--- config.mk ---
export PLATFORM = sky130hd
export DESIGN_NAME = frame_crc_gen
export DESIGN_NICKNAME = d
export VERILOG_FILES = /design/src/rtl/frame_crc_gen.sv
export SDC_FILE = /design/constraint.sdc
export NUM_CORES = 1
export LEC_CHECK = 0
export ABC_CLOCK_PERIOD_IN_PS = 12150
export BUFFER_PORTS_ARGS = -buffer_cell sky130_fd_sc_hd__clkbuf_2
export CAP_MARGIN = 20
export CELL_PAD_IN_SITES_DETAIL_PLACEMENT = 1
export CELL_PAD_IN_SITES_GLOBAL_PLACEMENT = 1
export CORE_UTILIZATION = 40
export CTS_CLUSTER_SIZE = 16
export DETAILED_ROUTE_END_ITERATION = 6
export PLACE_DENSITY_LB_ADDON = 0.3
export SKIP_CTS_REPAIR_TIMING = 1
export SLEW_MARGIN = 5
export SYNTH_ARGS = -nofsm -noshare
export SYNTH_HDL_FRONTEND = slang
export SYNTH_SLANG_ARGS = --single-unit
--- constraint.sdc ---
create_clock -name clk -period 12.15 [get_ports clk]
set_clock_uncertainty 0.05 [all_clocks]
set_input_delay 1.215 -clock clk [delete_from_list [all_inputs] [get_ports clk]]
set_output_delay 1.215 -clock clk [all_outputs]
set_load 0.05 [all_outputs]
--- src/rtl/frame_crc_gen.sv ---
module frame_crc_gen #(
  parameter int          FIDW   = 11,
  parameter int          LENW   = 7,
  parameter int          CYCW   = 6,
  parameter int          HW     = 11,
  parameter int          TW     = 24,
  parameter logic [10:0] HPOLY  = 11'h385,
  parameter logic [10:0] HSEED  = 11'h01A,
  parameter logic [23:0] TPOLY  = 24'h5D6DCB,
  parameter logic [23:0] SEED_A = 24'hFEDCBA,
  parameter logic [23:0] SEED_B = 24'hABCDEF
) (
  input  logic            clk,
  input  logic            rst_n,
  input  logic            start,
  input  logic            chan_b,
  input  logic            chk_mode,
  input  logic            hdr_rsv,
  input  logic            hdr_ppi,
  input  logic            hdr_null,
  input  logic            hdr_sync,
  input  logic            hdr_stup,
  input  logic [FIDW-1:0] hdr_fid,
  input  logic [LENW-1:0] hdr_len,
  input  logic [CYCW-1:0] hdr_cyc,
  input  logic            in_valid,
  input  logic [7:0]      in_data,
  input  logic            in_last,
  output logic            done,
  output logic            crc_bad,
  output logic [HW-1:0]   hdr_crc,
  output logic [TW-1:0]   trl_crc
);
  localparam int HBITS = 2 + FIDW + LENW;
  localparam int VBITS = 5 + FIDW + LENW + HW + CYCW;
  localparam int CW    = LENW + 3;

  function automatic logic [HW-1:0] hcalc(input logic [HBITS-1:0] v);
    logic [HW-1:0] c = HSEED[HW-1:0];
    for (int i = HBITS - 1; i >= 0; i--) begin
      logic fb = v[i] ^ c[HW-1];
      c = {c[HW-2:0], 1'b0};
      if (fb) c = c ^ HPOLY[HW-1:0];
    end
    return c;
  endfunction

  function automatic logic [TW-1:0] thdr(input logic [TW-1:0] s, input logic [VBITS-1:0] v);
    logic [TW-1:0] c = s;
    for (int i = VBITS - 1; i >= 0; i--) begin
      logic fb = v[i] ^ c[TW-1];
      c = {c[TW-2:0], 1'b0};
      if (fb) c = c ^ TPOLY[TW-1:0];
    end
    return c;
  endfunction

  function automatic logic [TW-1:0] tbyte(input logic [TW-1:0] s, input logic [7:0] b);
    logic [TW-1:0] c = s;
    for (int i = 7; i >= 0; i--) begin
      logic fb = b[i] ^ c[TW-1];
      c = {c[TW-2:0], 1'b0};
      if (fb) c = c ^ TPOLY[TW-1:0];
    end
    return c;
  endfunction

  logic            busy, chk_q;
  logic [LENW-1:0] len_q;
  logic [CW-1:0]   cnt;
  logic [TW-1:0]   tcrc, rx;

  wire              start_ok = start && !busy;
  wire              acc      = busy && in_valid;
  wire              in_pay   = cnt < CW'({len_q, 1'b0});
  wire [HW-1:0]     hc_new   = hcalc({hdr_sync, hdr_stup, hdr_fid, hdr_len});
  wire [VBITS-1:0]  hdr_vec  = {hdr_rsv, hdr_ppi, hdr_null, hdr_sync, hdr_stup,
                                hdr_fid, hdr_len, hc_new, hdr_cyc};
  wire [TW-1:0]     seed     = chan_b ? SEED_B[TW-1:0] : SEED_A[TW-1:0];
  wire [TW-1:0]     tc_nx    = (acc && in_pay) ? tbyte(tcrc, in_data) : tcrc;
  wire [TW-1:0]     rx_nx    = (acc && !in_pay) ? {rx[TW-9:0], in_data} : rx;

  assign trl_crc = tcrc;

  always_ff @(posedge clk) begin
    if (!rst_n) begin
      busy    <= 1'b0;
      chk_q   <= 1'b0;
      len_q   <= '0;
      cnt     <= '0;
      tcrc    <= '0;
      rx      <= '0;
      hdr_crc <= '0;
      done    <= 1'b0;
      crc_bad <= 1'b0;
    end else begin
      done    <= 1'b0;
      crc_bad <= 1'b0;
      if (start_ok) begin
        hdr_crc <= hc_new;
        tcrc    <= thdr(seed, hdr_vec);
        len_q   <= hdr_len;
        chk_q   <= chk_mode;
        cnt     <= '0;
        rx      <= '0;
        if (!chk_mode && hdr_len == '0) done <= 1'b1;
        else                             busy <= 1'b1;
      end else if (acc) begin
        tcrc <= tc_nx;
        rx   <= rx_nx;
        cnt  <= cnt + 1'b1;
        if (in_last) begin
          busy    <= 1'b0;
          done    <= 1'b1;
          crc_bad <= chk_q && (tc_nx != rx_nx);
        end
      end
    end
  end
endmodule


# After elaboration in Yosys (flattened, before gate mapping)
# Index checks and enable logic that the tools add are counted.
[totals] register_bits=80 wordCells=324 latch_bits=0 ram_bits=0 mem_bits_ro=0 n_memories=0 output_inout_bits=37
[classes] multipliers=0 addsub=1 muxes=159 n_div=0 reduce_logical=15 order_cmp=1 n_shift=0 bitwise_logic=137 n_eq_ne=2
[ops] cell="2-to-1 mux 24 bit" n=82
[ops] cell="2-to-1 mux 23 bit" n=49
[ops] cell="inverter 15 bit" n=48
[ops] cell="2-to-1 mux 10 bit" n=20
[ops] cell="inverter 5 bit" n=19
[ops] cell="XOR 1 bit" n=65
[ops] cell="inequality test 24 bit" n=1
[ops] cell="adder 10 x 1 -> 10 bit, second input constant" n=1
[ops] cell="less-than comparator 10 x 8 -> 1 bit" n=1
[ops] cell="2-to-1 mux 1 bit" n=8
[ops] cell="logical NOT 7 bit" n=1
[ops] cell="logical AND 1 bit" n=6
[ops] cell="nonzero test 2 bit" n=2
[ops] cell="OR reduction 4 bit" n=1
[ops] cell="logical NOT 1 bit" n=3
[ops] cell="inverter 1 bit" n=3
[ops] cell="AND reduction 3 bit" n=1
[ops] cell="inequality test 2 bit, second input constant" n=1
[ops] cell="OR reduction 2 bit" n=1
[ops] cell="XOR 1 bit, second input constant" n=2

# Logic depth before layout (Yosys ltp)
# Gate-level depths: netlist (run 1).
[depth] word_depth=160 mapped_depth=17 mapped_depth_nobuf=15

# Worst setup path after synthesis (run 1)
# Ideal clock, no wire load.
[synth_path] path_kind="input-to-reg" start="input port chan_b" end="register tcrc[11] (netlist: trl_crc[11])" slack_ps=5596 required_ps=11985 cell_stages=15 setup_ps=115 arrival_time_ps=6389 path_cell_list="buf_4 > xnor3_1 > xnor3_1 > xnor3_1 > xor3_1 > xnor3_2 > xor2_4 > xnor3_2 > xnor3_2 > xnor2_2 > xnor3_2 > xor3_2 > xnor2_1 > o221ai_1 > and2_1"
[synth_via] elab_chain_len=145
[synth_rtl] item="from (decl)" line_no="16" source="input logic chan_b,"
[synth_rtl] item="2-to-1 mux 23 bit (*)" line_no="79" source="wire [TW-1:0] seed = chan_b ? SEED_B[TW-1:0] : SEED_A[TW-1:0];"
[synth_rtl] item="inverter 15 bit (no line)"
[synth_rtl] item="2-to-1 mux 23 bit" line_no="53" source="if (fb) c = c ^ TPOLY[TW-1:0];"
[synth_rtl] item="2-to-1 mux 24 bit (*)" line_no="99" source="if (start_ok) begin"
[synth_rtl] item="2-to-1 mux 24 bit (*)" line_no="86" source="if (!rst_n) begin"
[synth_rtl] item="inverter 15 bit (no line)"
[synth_rtl] item="2-to-1 mux 23 bit (*)" line_no="53"
[synth_rtl] item="2-to-1 mux 24 bit (*)" line_no="99"
[synth_rtl] item="(+129 left out)"
[synth_rtl] item="2-to-1 mux 24 bit (*)" line_no="86"
[synth_rtl] item="inverter 15 bit (no line)"
[synth_rtl] item="2-to-1 mux 23 bit" line_no="53"
[synth_rtl] item="2-to-1 mux 24 bit (*)" line_no="99"
[synth_rtl] item="2-to-1 mux 24 bit (*)" line_no="86"
[synth_rtl] item="inverter 15 bit (no line)"
[synth_rtl] item="2-to-1 mux 23 bit (*)" line_no="53"
[synth_rtl] item="2-to-1 mux 24 bit (*)" line_no="99"
[synth_rtl] item="to (signal assigned)" line_no="101" source="tcrc <= thdr(seed, hdr_vec);"
[synth_rtl] item="to (signal assigned)" line_no="109" source="tcrc <= tc_nx;"
[synth_rtl] item="to (decl)" line_no="71" source="logic [TW-1:0] tcrc, rx;"
# Mark *: on every way between the ends. The rest lies on a longest branch, timed or not. The select of a mux whose other input is x is not followed.
# A chain may end at the register's enable or synchronous reset.

# Worst setup path after layout (run 1)
[layout_path] start="input port hdr_rsv" end="register tcrc[11] (netlist: trl_crc[11])"
[layout_via] elab_chain_len=144
[layout_rtl] item="from (decl)" line_no="18" source="input logic hdr_rsv,"
[layout_rtl] item="XOR 1 bit (*)" line_no="51" source="logic fb = v[i] ^ c[TW-1];"
[layout_rtl] item="2-to-1 mux 23 bit (*)" line_no="53"
[layout_rtl] item="2-to-1 mux 24 bit (*)" line_no="99"
[layout_rtl] item="2-to-1 mux 24 bit (*)" line_no="86"
[layout_rtl] item="2-to-1 mux 23 bit / inverter 15 bit (equally long branches)"
[layout_rtl] item="2-to-1 mux 24 bit (*)" line_no="99"
[layout_rtl] item="2-to-1 mux 24 bit (*)" line_no="86"
[layout_rtl] item="inverter 15 bit (no line) / 2-to-1 mux 24 bit (equally long branches)"
[layout_rtl] item="(+128 left out)"
[layout_rtl] item="2-to-1 mux 24 bit (*)" line_no="86"
[layout_rtl] item="inverter 15 bit (no line)"
[layout_rtl] item="2-to-1 mux 23 bit" line_no="53"
[layout_rtl] item="2-to-1 mux 24 bit (*)" line_no="99"
[layout_rtl] item="2-to-1 mux 24 bit (*)" line_no="86"
[layout_rtl] item="inverter 15 bit (no line)"
[layout_rtl] item="2-to-1 mux 23 bit (*)" line_no="53"
[layout_rtl] item="2-to-1 mux 24 bit (*)" line_no="99"
# Marked as above.

==> results of run 1 <==
routing by layer:
layer	GRT usage, %	up-vias	share of wire, %
met5	0	-	0
met1	30.95	3349	47
met4	4.346	0	1.3
li1	-	3236	-
met2	39.23	147	49
met3	2.671	25	3.2
kinds of logic (layout without fill, tap and decap cells):
kind of cell	after synthesis	count (layout)	share of synthesized area, %
flops	80	80	16.60
xor+xnor	496	496	63.17
buf+inv	51	111	2.309
mux	16	16	1.660
compound gates	102	102	6.979
simple gates	185	185	8.367
fa+ha+maj	7	7	0.9080
area by class of cell:
type,count,area [um2]
timing repair buffer,87,452.9
clock inverter,7,88.84
fill,2666,12920
tap,319,399.1
inverter,8,30.03
clock buffer,9,225.2
multi-input combinational,806,7829
sequential,80,1602
sequential cells by signal, indices dropped and copies added (netlist names):
register  count
busy          1
chk_q         1
cnt          10
crc_bad       1
done          1
hdr_crc      11
len_q         7
rx           24
trl_crc      24
cell usage in the layout, fill, tap and decap left out, drive strengths merged, types with 2 or more instances in the layout:
cell	count
or4	2
ha	7
a21oi	36
xor3	15
a221oi	5
a21boi	14
nor4	4
nor2b	13
a22oi	3
clkbuf	89
inv	11
o221ai	6
xnor2	263
and2	11
dfxtp	80
nor2	42
o211a	3
nand4	4
nor3	5
and3	4
xnor3	102
nand2b	2
a21o	4
nand2	95
xor2	116
o21ai	15
nand3	3
buf	7
a211oi	2
mux2i	16
clkinv	2
a222oi	5
a31oi	2
worst max-delay path: cells and delay by family:
kind                      cells  cell delay (ns)
AOI/OAI and AO/OA             1             0.13
xor gates and xnor gates     12             5.45
buffers and inverters         1             0.25
and+or+nand+nor               1             0.18
per-stage QoR:
stage / std cells / instance area (um2)
floorplan: 937 / 9646
global placement: 1300 / 10310
detailed placement: 1300 / 10310
CTS: 1316 / 10630
global route: 1316 / 10630
finish: 1316 / 10630
final timing paths:
kind	to	slack, ns	startpoint
worst max register to register	crc_bad	6.77	trl_crc[21]
worst max-delay path	trl_crc[11]	5.11	hdr_rsv
worst min-delay path	len_q[5]	0.42	len_q[5]
worst min register to register	len_q[5]	0.42	len_q[5]
==> impl_metrics.yaml, run 1 <==
outcome:
  status: "finished clean"
placed_design:
  place_congestion: 0.8642
  dpl.hpwl_um: 21920
  pre_cts_slack_ns: 4.773
  numPortBuffers: 80
route:
  dr.pass1.iters: 5
  drc: 0
  via_count: 6757
  drtIter0Drc: 358
  routedWlPerCell_um: 20.71
  viasPerCell: 5.134
  totalWireLength_um: 27260
  antenna_left: 0
clock_network:
  clock_path_buffers: 2
  cts_tree: "yes"
  cts_buffers: 9
  clk_pin_slew_ns: 0.07
  h-tree-depth: 3
  ctsRootBufferMaster: "clkbuf_16"
  clk_latency_ns: 0.34
  clock-sinks: 80
setup_path:
  crit_top_cell: "xnor3_1"
  crit_chain: "clkbuf_2 -> xor2_1 -> xnor2_1 -> xnor2_2 -> xnor3_1 -> xnor3_1 -> xnor3_1 -> xnor3_1 -> xor2_1 -> xnor2_2 -> xnor3_2 -> xor3_2 -> xnor2_1 -> o221ai_1 -> and2_1"
  required_ns: 12.33
  critical_path_class: "input pin to flip-flop"
  critical_path.slowest_cell: "xnor3_1"
  cp-end-kind: "flip-flop"
  worstPathArrival_ns: 7.22
  worstSetupStartpointType: "input pin"
  reg2reg_depth: 14
  cpPeakStageDelay_ns: 0.83
  cp_max_fo: 11
logic_synthesis:
  synth_area_per_cell_um2: 10.29
  ys_ff_latch: 80
  synth_edf_count: 0
  syn_inst: 937
  synth_area_leaders: "xnor2_1 (23%), xnor3_1 (23%), dfxtp_1 (17%)"
  synthArstFlopShare_pct: 0
  yosys_warnings: 0
  seq_area_frac_synth_pct: 16.60
  synth_nets: 988
  synth.distinct_cells: 48
  yosys-top-cells-count: "xnor2_1 (254), xor2_1 (113), xnor3_1 (97), nand2_1 (95), dfxtp_1 (80)"
  synth_top_area_cell: "xnor2_1"
  synth_top_area_share_pct: 23.06
  syn_area_um2: 9646
  ys.flop_type: "dfxtp_1"
  yosysMostFrequentCell: "xnor2_1"
cells_and_area:
  utilization_pct: 45.14
  drive_above_1_share_pct: 12.24
  diodes: 0
  area_delta_synth_final_pct: 10.17
  fin_nets: 1043
timing:
  relSlewSlack_pct: 27.96
  setup_violations: 0
  fmaxAchievable_ghz: 0.1421
  finalHoldViolCount: 0
  fin_crit_ns: 7.036
  layout_setup_ws_ns: 5.114
  setup_tns_ns: 0
  tightest_slew_ns: 1.078
  whs_ns: 0.4226
  rsz0062_at_grt: "false"
  slew_viol_final: 0
  period_share_pct: 57.91
die:
  start_util_pct: 40.97
  die_h_um: 157.3
  die_w_um: 157.3
  rows: 56
  io_pins: 81
  core_area_um2: 23540
  die-area_um2: 24740
global_route:
  grt_pass1_vias: 7016
  antenna_found_initial: 0
  grt_max_degree: 46
  track_usage_pct: 22.86
  overflow: 0
  grt_pass1_wl_um: 42190
hold_path:
  hold_class: "flip-flop to flip-flop"
  holdPathStages: 2
run:
  drv_cap: 0
Power of run 1 is not shown: default switching activity piles up to over one toggle a cycle in this logic, so the estimate is an artifact.
==> run 2: changes to the inputs <==
--- a/config.mk
+++ b/config.mk
@@ -5,7 +5,7 @@
 export SDC_FILE = /design/constraint.sdc
 export NUM_CORES = 1
 export LEC_CHECK = 0
-export ABC_CLOCK_PERIOD_IN_PS = 12150
+export ABC_CLOCK_PERIOD_IN_PS = 6500
 export BUFFER_PORTS_ARGS = -buffer_cell sky130_fd_sc_hd__clkbuf_2
 export CAP_MARGIN = 20
 export CELL_PAD_IN_SITES_DETAIL_PLACEMENT = 1
==> constraint.sdc (replaced) <==
create_clock -name clk -period 6.5 [get_ports clk]
set_clock_uncertainty 0.05 [all_clocks]
set_input_delay 0.65 -clock clk [delete_from_list [all_inputs] [get_ports clk]]
set_output_delay 0.65 -clock clk [all_outputs]
set_load 0.05 [all_outputs]
==> run 2 against run 1 <==
  * Sequential share of layout area fell by 0.39 points
  * First-iteration DRC count fell by 6.1%
  * Core utilization rose by 1.2 points
  * Final cell count rose by 2.9%
  * Critical path depth did not move
  * Clock-buffer cell count did not move
  * Critical endpoint is now trl_crc[19]
  * Highest routed layer unchanged
==> impl_metrics.yaml, run 2 (synthesis gave the netlist of run 1 again) <==
outcome:
  status: "finished clean"
setup_path:
  cp_max_fo: 5
  worstPathArrival_ns: 6.22
  worstSetupStartpointType: "input pin"
  required_ns: 6.70
  cp-end-kind: "flip-flop"
  critical_path_class: "input pin to flip-flop"
clock_network:
  clk_pin_slew_ns: 0.07
  ctsRootBufferMaster: "clkbuf_16"
  clk_latency_ns: 0.36
  clock-sinks: 80
  clock_path_buffers: 2
  cts_tree: "yes"
  h-tree-depth: 3
  cts_buffers: 9
die:
  io_pins: 81
  die_h_um: 157.3
  die_w_um: 157.3
  start_util_pct: 40.97
  core_area_um2: 23540
  die-area_um2: 24740
  rows: 56
global_route:
  antenna_found_initial: 0
  overflow: 0
  grt_pass1_vias: 7176
  grt_pass1_wl_um: 42760
  track_usage_pct: 23.31
  grt_max_degree: 46
route:
  viasPerCell: 5.098
  drc: 0
  routedWlPerCell_um: 20.70
  antenna_left: 0
  totalWireLength_um: 28030
  drtIter0Drc: 336
  via_count: 6903
  dr.pass1.iters: 5
cells_and_area:
  diodes: 0
  area_delta_synth_final_pct: 13.10
  final_common_cell: "xnor2_1"
  num-fill-cells: 2681
  layout_common_cells: "xnor2_1 (254), xor2_1 (113), xnor3_1 (97)"
  fin_nets: 1081
  drive_above_1_share_pct: 15.46
timing:
  period_share_pct: 92.66
  finalHoldViolCount: 0
  relSlewSlack_pct: 30.87
  fmaxAchievable_ghz: 0.1660
  slew_viol_final: 0
  setup_violations: 0
  setup_tns_ns: 0
  tightest_slew_ns: 1.035
  rsz0062_at_grt: "false"
  fin_crit_ns: 6.023
placed_design:
  dpl.hpwl_um: 22540
  place_congestion: 0.8755
  numPortBuffers: 80
run:
  drv_cap: 0
hold_path:
  hold_class: "flip-flop to flip-flop"
## run 2: cell count changes in the layout (fill, tap and decap cells not counted), sizes merged
cell	before	now
clkinv	2	1
buf	7	45
inv	11	12
## run 2: per-stage QoR
step | hold slack [ns] | setup WS (ns) | instances | area (um2) | utilization, %
6_report | 0.4212 | 0.4769 | 1354 | 10910 | 46.34
5_1_grt | 0.4418 | 0.3107 | 1354 | 10910 | 46.34
4_1_cts | 0.4249 | 0.4800 | 1354 | 10910 | 46.34
3_5_place_dp | 0.4151 | 0.1057 | 1338 | 10600 | 45.01
3_3_place_gp | 0.4078 | 0.2568 | 1338 | 10600 | 45.01
2_1_floorplan | 0.3850 | 0.5115 | 937 | 9646 | -
## run 2: worst max-delay path, cell delays in order
cell      delay (ns)
clkbuf_2        0.20
xnor3_1         0.54
xnor3_1         0.46
xnor3_1         0.41
xor3_1          0.38
xnor3_2         0.51
xor2_4          0.28
xnor3_2         0.47
xnor3_2         0.50
xnor2_2         0.32
xnor3_2         0.57
xor3_2          0.46
xnor2_1         0.18
o221ai_1        0.12
and2_1          0.17
## run 2: final timing paths
path               start     endpoint  slack [ns]  depth (start not counted)
max               chan_b  trl_crc[19]        0.48                         15
min             len_q[1]     len_q[1]        0.42                          2
max reg2reg  trl_crc[21]      crc_bad        1.68                         16
min reg2reg     len_q[1]     len_q[1]        0.42                          2
## run 2: layer usage
layer	GRT usage, %	part of all wire (%)	vias up
met5	0	0	-
met4	3.375	0.92	0
met3	3.552	2.9	16
met2	40.88	49	128
met1	30.70	47	3458
li1	-	-	3301
## run 2: layout make-up
class,count,area (um2),share of cell area (%)
clock buffers,9,225.2,2.064
repair buffers,125,738.2,6.767
well taps,319,399.1,3.659
multi-input cells,806,7829,71.76
clock inverters,7,86.33,0.7914
flip-flops and latches,80,1602,14.68
inverters,8,30.03,0.2753
Power of run 2 is left out for the same reason.
==> run 3: changes to the inputs <==
--- a/config.mk
+++ b/config.mk
@@ -14,6 +14,7 @@
 export CTS_CLUSTER_SIZE = 16
 export DETAILED_ROUTE_END_ITERATION = 6
 export PLACE_DENSITY_LB_ADDON = 0.3
+export REMOVE_ABC_BUFFERS = 1
 export SKIP_CTS_REPAIR_TIMING = 1
 export SLEW_MARGIN = 5
 export SYNTH_ARGS = -nofsm -noshare
==> run 3 against run 2 <==
  * Register-to-register slack about the same
  * Non-clock buffer count up 5
  * Core utilization up 0.053 points
  * Flip-flop and latch count unchanged
  * Final cell count up 0.37%
  * Critical path depth unchanged
  * Global-route usage down 0.20 points
  * Clock-buffer cell count up 1
  * Via count down 0.61%
  * Fmax up 0.74%
  * Wire length down 1.4%
  * Die area unchanged
  * Critical path type unchanged
  * Critical endpoint is now trl_crc[11]
  * Largest cell class unchanged
==> impl_metrics.yaml, run 3 (synthesis gave the netlist of run 1 again) <==
outcome:
  status: "finished clean"
cells_and_area:
  diodes: 0
  area_delta_synth_final_pct: 13.23
  fin_nets: 1086
  design_area_um2: 10920
  layout_common_cells: "xnor2_1 (254), xor2_1 (113), xnor3_1 (97)"
  final_common_cell: "xnor2_1"
  drive_above_1_share_pct: 15.87
  fin_cells: 1359
route:
  totalWireLength_um: 27650
  drtIter0Drc: 401
  via_count: 6861
  routedWlPerCell_um: 20.34
  dr.pass1.iters: 5
  drc: 0
  viasPerCell: 5.049
  antenna_left: 0
die:
  die_h_um: 157.3
  die-area_um2: 24740
  core_area_um2: 23540
  io_pins: 81
  rows: 56
  start_util_pct: 40.97
  die_w_um: 157.3
setup_path:
  worstSetupStartpointType: "input pin"
  reg2reg_depth: 15
  required_ns: 6.69
  cp_max_fo: 10
  cp-end-kind: "flip-flop"
  critical_path_class: "input pin to flip-flop"
  worstPathArrival_ns: 6.17
timing:
  finalHoldViolCount: 0
  relSlewSlack_pct: 33.72
  rsz0062_at_grt: "false"
  setup_violations: 0
  setup_tns_ns: 0
  tightest_slew_ns: 0.9876
  slew_viol_final: 0
  period_share_pct: 91.98
  fin_crit_ns: 5.979
  fmaxAchievable_ghz: 0.1673
clock_network:
  clock_path_buffers: 2
  clk_latency_ns: 0.35
  h-tree-depth: 3
  cts_tree: "yes"
  ctsRootBufferMaster: "clkbuf_16"
  clock-sinks: 80
  clk_pin_slew_ns: 0.07
  cts_buffers: 9
placed_design:
  numPortBuffers: 80
  dpl.hpwl_um: 22480
  dpl_cell_area_um2: 10640
  place_congestion: 0.8841
  placedCellCount: 1343
hold_path:
  holdPathStages: 2
  hold_class: "flip-flop to flip-flop"
global_route:
  antenna_found_initial: 0
  overflow: 0
  grt_pass1_wl_um: 42630
  grt_max_degree: 46
  grt_pass1_vias: 7190
  track_usage_pct: 23.11
run:
  drv_cap: 0
-- run 3: metal layers --
metal	track usage [%]	vias up	wire length (um)
met5	0	-	0
met4	2.866	0	182
met3	2.533	16	783
met2	40.29	118	13450
met1	31.45	3421	13240
li1	-	3306	-
-- run 3: path summary, 6_finish.rpt --
path	start	end	slack, ns
hold reg to reg	len_q[1]	len_q[1]	0.42
setup / recovery	hdr_fid[9]	trl_crc[11]	0.52
setup reg to reg	trl_crc[21]	crc_bad	1.68
hold / removal	len_q[1]	len_q[1]	0.42
-- run 3: critical path: stages --
cell and delay, ns:
clkbuf_2 0.25, xnor2_1 0.44, xor3_1 0.51, xor3_1 0.70, xor2_1 0.32, xnor3_1 0.40, xnor3_1 0.58, xnor3_1 0.44
xor2_1 0.18, xnor3_1 0.49, xnor3_1 0.54, xor2_1 0.17, xnor2_1 0.17, o221ai_1 0.12, and2_1 0.20
-- run 3: stage by stage --
| stage | utilization, % | hold WS [ns] | worst slack [ns] |
|---|---|---|---|
| after detailed placement | 45.17 | 0.4143 | 0.1858 |
| after global placement | 45.17 | 0.4069 | 0.2550 |
| after global routing | 46.39 | 0.4451 | 0.2601 |
| final | 46.39 | 0.4202 | 0.5212 |
| after CTS | 46.39 | 0.4238 | 0.5322 |
| after floorplan | - | 0.3850 | 0.6662 |
-- run 3: final cells by class --
cell class	count	area (um2)
clock buffer	10	239.0
clock inverter	6	47.55
fill	2698	12620
inverter	8	30.03
multi-input combinational	806	7829
sequential	80	1602
tap	319	399.1
timing repair buffer	130	775.7
Power of run 3 is left out for the same reason.
